[src/rtl/act_gate_pkg.sv]
// Package: shared command encoding and index-width helper for the
// activate timing tracker. Assumes a 2-bit command code on the bus.
package act_gate_pkg;

    typedef enum logic [1:0] {
        CMD_ACT  = 2'd0,
        CMD_PRE  = 2'd1,
        CMD_PREA = 2'd2,
        CMD_REF  = 2'd3
    } act_cmd_e;

    // Width of an index into n items, never less than one bit.
    function automatic int idx_w(input int n);
        return (n > 1) ? $clog2(n) : 1;
    endfunction

endpackage

[src/rtl/act_spacing_ctr.sv]
// Module: act_spacing_ctr
// A single command-to-activate countdown. On a hit it loads the larger of
// the new spacing and the decremented current value, so that a later
// command can never shorten an earlier constraint. busy is high while the
// count is nonzero. Assumes hit and load_val are sampled on the same edge.
module act_spacing_ctr #(
    parameter int W = 4
) (
    input  logic         clk,
    input  logic         rst_n,
    input  logic         hit,
    input  logic [W-1:0] load_val,
    output logic         busy
);

    logic [W-1:0] cnt;
    logic [W-1:0] dec;

    // Next value when no reload happens: count down to zero and hold.
    always_comb begin
        dec = (cnt == '0) ? '0 : cnt - 1'b1;
    end

    // Countdown register with max-reload on a matching command.
    always_ff @(posedge clk) begin
        if (!rst_n) begin
            cnt <= '0;
        end else if (hit && (load_val > dec)) begin
            cnt <= load_val;
        end else begin
            cnt <= dec;
        end
    end

    assign busy = (cnt != '0);

    // Without a command the remaining wait never grows.
    assert_no_growth_without_cmd_R9: assert property (
        @(posedge clk) disable iff (!rst_n)
        !hit |=> (cnt <= $past(cnt))
    );

    // A command always leaves at least its own spacing outstanding.
    assert_reload_not_shorter_R9: assert property (
        @(posedge clk) disable iff (!rst_n)
        hit |=> (cnt >= $past(load_val))
    );

    // A zero spacing on an idle counter leaves it idle.
    assert_zero_spacing_free_R6: assert property (
        @(posedge clk) disable iff (!rst_n)
        (hit && load_val == '0 && cnt == '0) |=> !busy
    );

endmodule

[src/rtl/act_window_track.sv]
// Module: act_window_track
// Rolling record of the last SLOTS activates of one rank. Each slot holds
// the clocks remaining in that activate's window. A rotating pointer always
// overwrites the oldest slot. The window is closed while every slot is
// still live. Assumes win_len is sampled on the activate edge.
module act_window_track #(
    parameter int SLOTS = 4,
    parameter int W     = 6,
    localparam int PW   = (SLOTS > 1) ? $clog2(SLOTS) : 1
) (
    input  logic         clk,
    input  logic         rst_n,
    input  logic         act_hit,
    input  logic [W-1:0] win_len,
    output logic         open
);

    logic [PW-1:0]    ptr;
    logic [SLOTS-1:0] live;

    // Advance the oldest-slot pointer on every activate, wrapping at SLOTS.
    always_ff @(posedge clk) begin
        if (!rst_n) begin
            ptr <= '0;
        end else if (act_hit) begin
            ptr <= (ptr == PW'(SLOTS - 1)) ? '0 : ptr + 1'b1;
        end
    end

    for (genvar s = 0; s < SLOTS; s++) begin : g_slot
        logic [W-1:0] left;

        // Slot countdown: load on an activate aimed at this slot, else decay.
        always_ff @(posedge clk) begin
            if (!rst_n) begin
                left <= '0;
            end else if (act_hit && ptr == PW'(s)) begin
                left <= win_len;
            end else if (left != '0) begin
                left <= left - 1'b1;
            end
        end

        assign live[s] = (left != '0);
    end

    assign open = ~&live;

    // An activate with a nonzero window leaves at least one slot live.
    assert_window_recorded_R7: assert property (
        @(posedge clk) disable iff (!rst_n)
        (act_hit && win_len != '0) |=> ($countones(live) >= 1)
    );

    // Without an activate no slot comes back to life.
    assert_no_spurious_slot_R7: assert property (
        @(posedge clk) disable iff (!rst_n)
        !act_hit |=> ($countones(live) <= $countones($past(live)))
    );

endmodule

[src/rtl/act_rank_gate.sv]
// Module: act_rank_gate
// All activate constraints of one rank: rank-wide activate, precharge-all
// and refresh countdowns, one precharge countdown per bank, and the
// activate window. Produces the unregistered allowed vector for the
// rank's banks. Assumes the hit strobes are already qualified by rank.
module act_rank_gate #(
    parameter int BANKS     = 8,
    parameter int BANK_IW   = 3,
    parameter int WIN_W     = 6,
    parameter int RRD_W     = 4,
    parameter int RP_W      = 4,
    parameter int PREA_W    = 4,
    parameter int RFC_W     = 9,
    parameter int ACT_LIMIT = 4
) (
    input  logic               clk,
    input  logic               rst_n,
    input  logic               hit_act,
    input  logic               hit_pre,
    input  logic               hit_prea,
    input  logic               hit_ref,
    input  logic [BANK_IW-1:0] bank,
    input  logic               cfg_win_en,
    input  logic [WIN_W-1:0]   cfg_win_len,
    input  logic [RRD_W-1:0]   cfg_rrd,
    input  logic [RP_W-1:0]    cfg_rp,
    input  logic [PREA_W-1:0]  cfg_prea,
    input  logic [RFC_W-1:0]   cfg_rfc,
    output logic [BANKS-1:0]   bank_ok,
    output logic               win_open
);

    logic rrd_busy;
    logic prea_busy;
    logic ref_busy;
    logic rank_free;
    logic [BANKS-1:0] rp_busy;

    act_spacing_ctr #(.W(RRD_W)) u_rrd (
        .clk(clk), .rst_n(rst_n), .hit(hit_act),
        .load_val(cfg_rrd), .busy(rrd_busy)
    );

    act_spacing_ctr #(.W(PREA_W)) u_prea (
        .clk(clk), .rst_n(rst_n), .hit(hit_prea),
        .load_val(cfg_prea), .busy(prea_busy)
    );

    act_spacing_ctr #(.W(RFC_W)) u_ref (
        .clk(clk), .rst_n(rst_n), .hit(hit_ref),
        .load_val(cfg_rfc), .busy(ref_busy)
    );

    act_window_track #(.SLOTS(ACT_LIMIT), .W(WIN_W)) u_win (
        .clk(clk), .rst_n(rst_n), .act_hit(hit_act),
        .win_len(cfg_win_len), .open(win_open)
    );

    for (genvar b = 0; b < BANKS; b++) begin : g_bank
        logic bank_hit;
        assign bank_hit = hit_pre && (bank == BANK_IW'(b));

        act_spacing_ctr #(.W(RP_W)) u_rp (
            .clk(clk), .rst_n(rst_n), .hit(bank_hit),
            .load_val(cfg_rp), .busy(rp_busy[b])
        );
    end

    // Rank-level permission: no rank countdown running and the window open
    // (or disabled).
    always_comb begin
        rank_free = !rrd_busy && !prea_busy && !ref_busy
                    && (!cfg_win_en || win_open);
    end

    // Per-bank permission adds that bank's own precharge spacing.
    always_comb begin
        bank_ok = {BANKS{rank_free}} & ~rp_busy;
    end

endmodule

[src/rtl/act_timing_gate.sv]
// Module: act_timing_gate (top)
// Decodes launched commands by kind and rank, feeds one act_rank_gate per
// rank and registers the combined allowed vector once per clock. A command
// sampled at edge k is visible in act_ok from edge k+1. Assumes at most
// one command per clock.
module act_timing_gate
    import act_gate_pkg::*;
#(
    parameter int RANKS     = 2,
    parameter int BANKS     = 8,
    parameter int WIN_W     = 6,
    parameter int RRD_W     = 4,
    parameter int RP_W      = 4,
    parameter int PREA_W    = 4,
    parameter int RFC_W     = 9,
    parameter int ACT_LIMIT = 4,
    localparam int RANK_IW  = idx_w(RANKS),
    localparam int BANK_IW  = idx_w(BANKS),
    localparam int PAIRS    = RANKS * BANKS
) (
    input  logic               clk,
    input  logic               rst_n,
    input  logic               cmd_valid,
    input  logic [1:0]         cmd_type,
    input  logic [RANK_IW-1:0] cmd_rank,
    input  logic [BANK_IW-1:0] cmd_bank,
    input  logic               cfg_win_en,
    input  logic [WIN_W-1:0]   cfg_win_len,
    input  logic [RRD_W-1:0]   cfg_rrd,
    input  logic [RP_W-1:0]    cfg_rp,
    input  logic [PREA_W-1:0]  cfg_prea,
    input  logic [RFC_W-1:0]   cfg_rfc,
    output logic [PAIRS-1:0]   act_ok
);

    act_cmd_e         kind;
    logic [PAIRS-1:0] ok_comb;
    logic [RANKS-1:0] win_open;

    assign kind = act_cmd_e'(cmd_type);

    for (genvar r = 0; r < RANKS; r++) begin : g_rank
        logic sel;
        assign sel = cmd_valid && (cmd_rank == RANK_IW'(r));

        act_rank_gate #(
            .BANKS(BANKS), .BANK_IW(BANK_IW), .WIN_W(WIN_W),
            .RRD_W(RRD_W), .RP_W(RP_W), .PREA_W(PREA_W),
            .RFC_W(RFC_W), .ACT_LIMIT(ACT_LIMIT)
        ) u_rank (
            .clk(clk), .rst_n(rst_n),
            .hit_act (sel && kind == CMD_ACT),
            .hit_pre (sel && kind == CMD_PRE),
            .hit_prea(sel && kind == CMD_PREA),
            .hit_ref (sel && kind == CMD_REF),
            .bank(cmd_bank),
            .cfg_win_en(cfg_win_en), .cfg_win_len(cfg_win_len),
            .cfg_rrd(cfg_rrd), .cfg_rp(cfg_rp),
            .cfg_prea(cfg_prea), .cfg_rfc(cfg_rfc),
            .bank_ok(ok_comb[r*BANKS +: BANKS]),
            .win_open(win_open[r])
        );

        // A closed, enabled window blocks the whole rank at the next edge.
        assert_window_blocks_rank_R7: assert property (
            @(posedge clk) disable iff (!rst_n)
            (cfg_win_en && !win_open[r]) |=> (act_ok[r*BANKS +: BANKS] == '0)
        );

        // A refresh with nonzero spacing blocks the rank in the next output.
        assert_refresh_blocks_rank_R5: assert property (
            @(posedge clk) disable iff (!rst_n)
            (sel && kind == CMD_REF && cfg_rfc != '0)
                |=> ##1 (act_ok[r*BANKS +: BANKS] == '0)
        );

        // A precharge-all with nonzero spacing blocks the rank likewise.
        assert_prea_blocks_rank_R4: assert property (
            @(posedge clk) disable iff (!rst_n)
            (sel && kind == CMD_PREA && cfg_prea != '0)
                |=> ##1 (act_ok[r*BANKS +: BANKS] == '0)
        );
    end

    // Output register: all allowed in reset, else the combined conditions.
    always_ff @(posedge clk) begin
        if (!rst_n) begin
            act_ok <= '1;
        end else begin
            act_ok <= ok_comb;
        end
    end

    // Reset opens every rank-bank pair.
    assert_reset_all_open_R1: assert property (
        @(posedge clk) !rst_n |=> (act_ok == '1)
    );

endmodule

[config.mk]
export PLATFORM = sky130hd
export DESIGN_NAME = act_timing_gate
export DESIGN_NICKNAME = d
export VERILOG_FILES = /design/src/rtl/act_gate_pkg.sv /design/src/rtl/act_spacing_ctr.sv /design/src/rtl/act_window_track.sv /design/src/rtl/act_rank_gate.sv /design/src/rtl/act_timing_gate.sv
export SDC_FILE = /design/constraint.sdc
export NUM_CORES = 1
export LEC_CHECK = 0
export BUFFER_PORTS_ARGS = -buffer_cell sky130_fd_sc_hd__buf_2
export CAP_MARGIN = 25
export CORE_MARGIN = 5
export CORE_UTILIZATION = 35
export CTS_CLUSTER_SIZE = 16
export DETAILED_ROUTE_END_ITERATION = 10
export HOLD_SLACK_MARGIN = 0.1
export SLEW_MARGIN = 5
export SYNTH_ARGS = -nofsm -noshare
export SYNTH_HDL_FRONTEND = slang
export SYNTH_SLANG_ARGS = --single-unit
[constraint.sdc]
create_clock -name clk -period 2.5 [get_ports clk]
set_input_delay 0.75 -clock clk [delete_from_list [all_inputs] [get_ports clk]]
set_output_delay 0.75 -clock clk [all_outputs]
set_load 0.01 [all_outputs]
After elaboration in Yosys (flattened, before gate mapping)
Index checks and enable logic that the tools add are counted.
{"block": "totals", "register_bits": 166, "latch_bits": 0, "mem_bits_rw": 0, "mem_bits_ro": 0, "in_bits": 37, "out_inout_bits": 16, "wordCells": 309, "n_memories": 0}
{"block": "classes", "addsub": 32, "mul": 0, "div": 0, "magnitude_cmp": 22, "n_eq_ne": 16, "n_shift": 0, "n_mux": 62, "bitwise_logic": 5, "n_reduce_logical": 139}
{"cell": "$mux W4", "count": 40}
{"cell": "$mux W6", "count": 16}
{"cell": "$gt A4 B4 Y1", "count": 20}
{"cell": "$logic_not A4 Y1", "count": 20}
{"cell": "$reduce_bool A4 Y1", "count": 20}
{"cell": "$sub A4 B1 Y4 const B", "count": 20}
{"cell": "$logic_and A1 B1 Y1", "count": 62}
{"cell": "$reduce_bool A6 Y1", "count": 8}
{"cell": "$sub A6 B1 Y6 const B", "count": 8}
{"cell": "$mux W9", "count": 4}
{"cell": "$gt A9 B9 Y1", "count": 2}
{"cell": "$logic_not A9 Y1", "count": 2}
{"cell": "$reduce_bool A9 Y1", "count": 2}
{"cell": "$sub A9 B1 Y9 const B", "count": 2}
{"cell": "$and A8 B8 Y8", "count": 2}
{"cell": "$not A8 Y8", "count": 2}
{"cell": "$reduce_bool A2 Y1", "count": 8}
{"cell": "$eq A2 B2 Y1 const B", "count": 6}
{"cell": "$eq A3 B3 Y1 const B", "count": 4}
{"cell": "$logic_not A1 Y1", "count": 9}
{"cell": "$reduce_and A4 Y1", "count": 2}
{"cell": "$eq A2 B1 Y1 const B", "count": 3}
{"cell": "$eq A3 B2 Y1 const B", "count": 2}
{"cell": "$logic_not A2 Y1", "count": 3}
{"cell": "other kinds (6)", "count": 9}

Longest topological paths before layout
{"block": "depth", "word_depth": 6, "ltp_mapped": 13, "ltp_nobuf": 12}

Cells and area by module
A second synthesis with hierarchy kept.
{"block": "hier_totals", "hier_cells": 1385, "hier_area_um2": 11920.2}
{"mod": "act_spacing_ctr (g_rank[0].u_rank.g_bank[0].u_rp ...)", "n_inst": 19, "cells_per_inst": 38, "area_per_inst_um2": 322.8, "seq_area_each_um2": 80.1}
{"mod": "act_window_track", "n_inst": 2, "cells_per_inst": 166, "area_per_inst_um2": 1476.4, "seq_area_each_um2": 520.5}
{"mod": "act_spacing_ctr (g_rank[0].u_rank.u_ref ...)", "n_inst": 2, "cells_per_inst": 100, "area_per_inst_um2": 790.8, "seq_area_each_um2": 180.2}
{"mod": "act_timing_gate", "n_inst": 1, "cells_per_inst": 41, "area_per_inst_um2": 523.0, "seq_area_each_um2": 320.3}
{"mod": "act_rank_gate", "n_inst": 2, "cells_per_inst": 26, "area_per_inst_um2": 203.9, "seq_area_each_um2": 0.0}
{"mod": "act_spacing_ctr (g_rank[1].u_rank.u_prea)", "n_inst": 1, "cells_per_inst": 38, "area_per_inst_um2": 321.6, "seq_area_each_um2": 80.1}

Least setup slack after synthesis
Ideal clock, no wire load.
{"block": "synth_timing", "path_kind": "register to register", "start": "reg g_rank[1].u_rank.u_ref.cnt[0]", "end": "reg g_rank[1].u_rank.u_ref.cnt[0]", "setup_ns": 0.072, "arrival_time_ns": 2.699, "t_required_ns": 2.428, "path_slack_ns": -0.271, "path_stages_with_launch": 13, "path_buffers": 1, "period_less_slack_ns": 2.771, "cell_sequence": "dfxtp_1 > inv_1 > ha_1 > nor3b_1 > nor3b_1 > mux2i_1 > ha_1 > nand4_1 > nor3_1 > a2111oi_0 > a2111oi_0 > buf_2 > mux2i_1"}
{"block": "synth_via", "elab_chain_len": 5, "word_cells_on_any_way": 6, "cone_classes": "add/sub (1); order compare (1); mux (2); reduce/logical (2)"}
{"item": "from (decl)", "line_no": "act_spacing_ctr.sv:16", "rtl": "logic [W-1:0] cnt;"}
{"item": "from (signal assigned)", "line_no": "act_spacing_ctr.sv:29", "rtl": "cnt <= load_val;"}
{"item": "$sub A9 B1 Y9 or $logic_not A9 Y1 (tied branches)", "line_no": "act_spacing_ctr.sv:21", "rtl": "dec = (cnt == '0) ? '0 : cnt - 1'b1;"}
{"item": "$mux W9 (*)", "line_no": "act_spacing_ctr.sv:21"}
{"item": "$gt A9 B9 Y1", "line_no": "act_spacing_ctr.sv:28", "rtl": "end else if (hit && (load_val > dec)) begin"}
{"item": "$logic_and A1 B1 Y1", "line_no": "act_spacing_ctr.sv:28"}
{"item": "$mux W9 (*)", "line_no": "act_spacing_ctr.sv:28"}
Every way passes the cells marked *; elsewhere a longest branch is shown, timed or not.
A chain may end at the register's enable or synchronous reset.

Worst setup path after layout
{"block": "layout_timing", "start": "reg g_rank[0].u_rank.u_ref.cnt[0]", "end": "reg g_rank[0].u_rank.u_ref.cnt[8]"}
{"block": "layout_via", "elab_chain_len": 5, "word_cells_on_any_way": 6, "cone_classes": "add/sub (1); order compare (1); mux (2); reduce/logical (2)"}
{"item": "from (decl)", "line_no": "act_spacing_ctr.sv:16"}
{"item": "from (signal assigned)", "line_no": "act_spacing_ctr.sv:29"}
{"item": "$sub A9 B1 Y9 or $logic_not A9 Y1 (tied branches)", "line_no": "act_spacing_ctr.sv:21"}
{"item": "$mux W9 (*)", "line_no": "act_spacing_ctr.sv:21"}
{"item": "$gt A9 B9 Y1", "line_no": "act_spacing_ctr.sv:28"}
{"item": "$logic_and A1 B1 Y1", "line_no": "act_spacing_ctr.sv:28"}
{"item": "$mux W9 (*)", "line_no": "act_spacing_ctr.sv:28"}
Marked as above.

==> results.md <==
* Status: finished with violations
* Violated checks: setup timing
* Fin crit share at 110%
* Post-Syn Area at 10700 um^2
* Min-Delay Endpoint: g_rank[1].u_rank.u_win.g_slot[1].left[4]
* Setup ws final at -0.257 ns
* Dpl hpwl at 19200 um
* Worst Clk Skew at 0.00792 ns
* CTS Buf Count at 17
* Share of cells above drive strength 1 at 20.0%
* Fillers at 3023
* Pre-antenna DRT Iters at 5
* Via/cell ratio at 5.17
* Post-synth top area cell: dfxtp_1
* Hold-fix buffers, CTS at 0
* Mapped Cells at 1254
* CP Capture Type: flip-flop
* Logic pwr share at 45.5%
* CP required at 2.82 ns
* Crit path kind: flip-flop to flip-flop
* Skew-Pair Late Insertion Delay at 0.43 ns
* R2r startpoint: g_rank[0].u_rank.u_ref.cnt[0]
* Max_cap viols at 0
* Hold Crit Depth at 2
* Slew HR at 66.4%
* PwrDens at 884 nW/um^2
* Final WL at 26600 um
* Switching share of total power at 36.2%
* Initial antenna violation count at 0
* Clk pin slew, worst setup/hold paths at 0.07 ns
* Starting density of the core at 35.3%
* TritonCTS clock tree: built
* GRT Util Overall at 15.7%
* Core Util, Final at 42.4%
* R2R depth at 13
* Type of origin of the critical path: flip-flop
* Setup TNS at -4.09 ns
* H-tree depth at 4
* Antenna cell count at 0
* Final Wtd Congestion at 0.833
* Port Buffers at 52
* Synth-to-Final Area Change at 20.4%
* Pint at 7280 uW
* Vias in the first global route at 9029
* First-pass GRT wire length at 44100 um
* R2R setup slack at -0.26 ns
* CTS sink count at 166
* GR peak layer: met2
* Dominant cells by area after synthesis: dfxtp_1 (31%), ha_1 (14%), mux2i_1 (8.4%)
* Minimum clock period after layout at 2.76 ns
* CTS root buffer: clkbuf_16
* Die area at 34300 um^2
* Peak VDD IR at 0.502 mV
* RSZ-0062 raised after global routing: yes
* Yosys top cell area share at 31.0%
* Initial DRC Count at 400
* Placed Instances at 1741
* Post-Layout Cell Count at 1783
* Avg Cell Area, Syn at 8.56 um^2
* Most used DFF post-synth: dfxtp_1
* #FFs+latches synth at 166
* Drc violations at 0
* Fmax at 363 MHz
* Net switching power at 4140 uW
* Die Width at 185 um
* Syn Nets at 1409
* Ports at 53
* Die Ht at 185 um
* Worst reg2reg endpoint: g_rank[0].u_rank.u_ref.cnt[8]
* Worst-case clock buffer depth at 2
* WP data arrival at 3.08 ns
* Nets@finish at 1530
* Worst Path Max Fanout at 5
* Hold_sp: g_rank[1].u_rank.u_win.g_slot[1].left[4]
* Register area at 3330 um^2
* Hold WC Path Type: flip-flop to flip-flop
* Sequential area share after synthesis at 31.0%
* Area of the multi-input gates at 7360 um^2
* Via count at 9217
* Sequential share of power at 31.5%
* Gr ovfl total at 0
* Final Hold Viols at 0
* Setup violators final at 18
* Met3 Resource Use GR at 2.47%
* Post-synth top cells: dfxtp_1 (166), nor2_1 (145), ha_1 (118)
* Power Total at 11400 uW
* Leading cell type by number of instances after synthesis: dfxtp_1
* Synth warn at 0
* Leak Pwr at 0.00563 uW
* Synth cell types at 59
* Worst-margin pin slew at 0.502 ns
* Clock Power Share at 23.0%
* GR Util met2 at 27.5%
* Avg WL per Cell at 14.9 um
* Core Area at 30400 um^2
* Detail Route Antenna Nets at 0
* Row count at 64
* Ys async rst share at 0%
* Post-synth EDFFs at 0
* Largest net degree at the start of global routing at 53
* Met1 Track Usage GR at 20.0%
* Pins Over Slew Limit at 0
-- how the worst max path moves through the flow --
stage | startpoint | slack (ns) | cells past startpoint | endpoint
4_1_cts | g_rank[0].u_rank.u_ref.cnt[0] | -0.22 | 12 | g_rank[0].u_rank.u_ref.cnt[3]
6_report | g_rank[0].u_rank.u_ref.cnt[0] | -0.26 | 13 | g_rank[0].u_rank.u_ref.cnt[8]
3_5_place_dp | g_rank[0].u_rank.u_ref.cnt[1] | -0.35 | 10 | g_rank[0].u_rank.u_ref.cnt[5]
2_1_floorplan | g_rank[0].u_rank.u_ref.cnt[0] | -0.12 | 12 | g_rank[0].u_rank.u_ref.cnt[0]
5_1_grt | g_rank[0].u_rank.u_ref.cnt[0] | -0.45 | 12 | g_rank[0].u_rank.u_ref.cnt[1]
3_3_place_gp | g_rank[1].u_rank.u_ref.cnt[0] | -0.34 | 13 | g_rank[1].u_rank.u_ref.cnt[3]
-- cells by family (layout without fill, tap and decap cells) --
| logic type | after synthesis | in the layout | synth area share [%] |
|---|---|---|---|
| muxes | 99 | 99 | 9.34 |
| adders and majority gates | 118 | 118 | 13.8 |
| buffers and inverters | 79 | 212 | 2.83 |
| AOI/OAI and AO/OA | 233 | 233 | 15.0 |
| xor gates and xnor gates | 32 | 32 | 2.61 |
| and+or+nand+nor | 527 | 527 | 25.5 |
| DFF | 166 | 166 | 31.0 |
-- worst max-delay path, cell delays in order (launching register included) --
cell	delay, ns
dfxtp_4	0.37
inv_4	0.06
ha_4	0.12
or4b_4	0.49
nor4_4	0.19
buf_4	0.17
a21o_1	0.14
ha_4	0.21
nand4_1	0.13
nor2_1	0.07
a211oi_2	0.27
o41ai_2	0.12
buf_4	0.19
mux2i_1	0.12
-- cells in the final DEF, fill, tap and decap left out, types with 17 or more instances in the layout --
cell and instances:
or2_2 41, xnor2_1 18, o21a_1 43, nand3_1 23, mux2i_1 90, nand4_1 25, nor3_1 44, nand2_1 94
dfxtp_1 161, buf_4 84, nor3b_1 17, clkbuf_16 17, ha_1 113, a21oi_1 69, nand2b_1 39, inv_1 35
o21ai_0 35, nor2b_1 24, buf_2 51, nor2_1 144
-- sequential cells by signal (all words and copies together) (netlist names) --
name and flops:
g_rank.u_rank.u_rrd.cnt 8, g_rank.u_rank.u_win.ptr 4, act_ok 16, g_rank.u_rank.u_win.g_slot.left 48, g_rank.u_rank.g_bank.u_rp.cnt 64, g_rank.u_rank.u_ref.cnt 18, g_rank.u_rank.u_prea.cnt 8
-- layout make-up --
class | count | area share, %
Multi-Input combinational cell | 1009 | 57.0
Sequential cell | 166 | 25.8
Timing Repair Buffer | 141 | 7.79
Tap cell | 396 | 3.84
Clock buffer | 19 | 3.43
Inverter | 40 | 1.18
Clock inverter | 12 | 0.998
-- power groups by stage --
| stage | Combinational, uW | Clock (uW) | Sequential [uW] |
|---|---|---|---|
| floorplan | 3380 | 0 | 3610 |
| global placement | 4660 | 0 | 3620 |
| detailed placement | 4730 | 0 | 3610 |
| CTS | 5120 | 2680 | 3580 |
| global route | 5840 | 2820 | 3670 |
| finish | 5200 | 2620 | 3590 |
-- per-layer routing --
metal  up-vias  wire length, um
met5         -                0
met4         0              428
met3        31              775
met2       116            12900
met1      4316            12500
li1       4754                -
-- what timing repair did --
item,4_1_cts,5_1_grt
buffers inserted,9,1
pin swaps,9,2
cloned,1,0
resized for setup,27,10
endpoints found under the setup margin,18,21
-- metrics by stage --
stage	area [um^2]	worst slack, ns	hold slack [ns]
after floorplan	10800	-0.122	0.466
after global placement	12100	-0.338	0.483
after detailed placement	12100	-0.353	0.502
after CTS	12800	-0.221	0.512
after global routing	12900	-0.447	0.522
final	12900	-0.257	0.512
(Power assumes the default switching activity.)
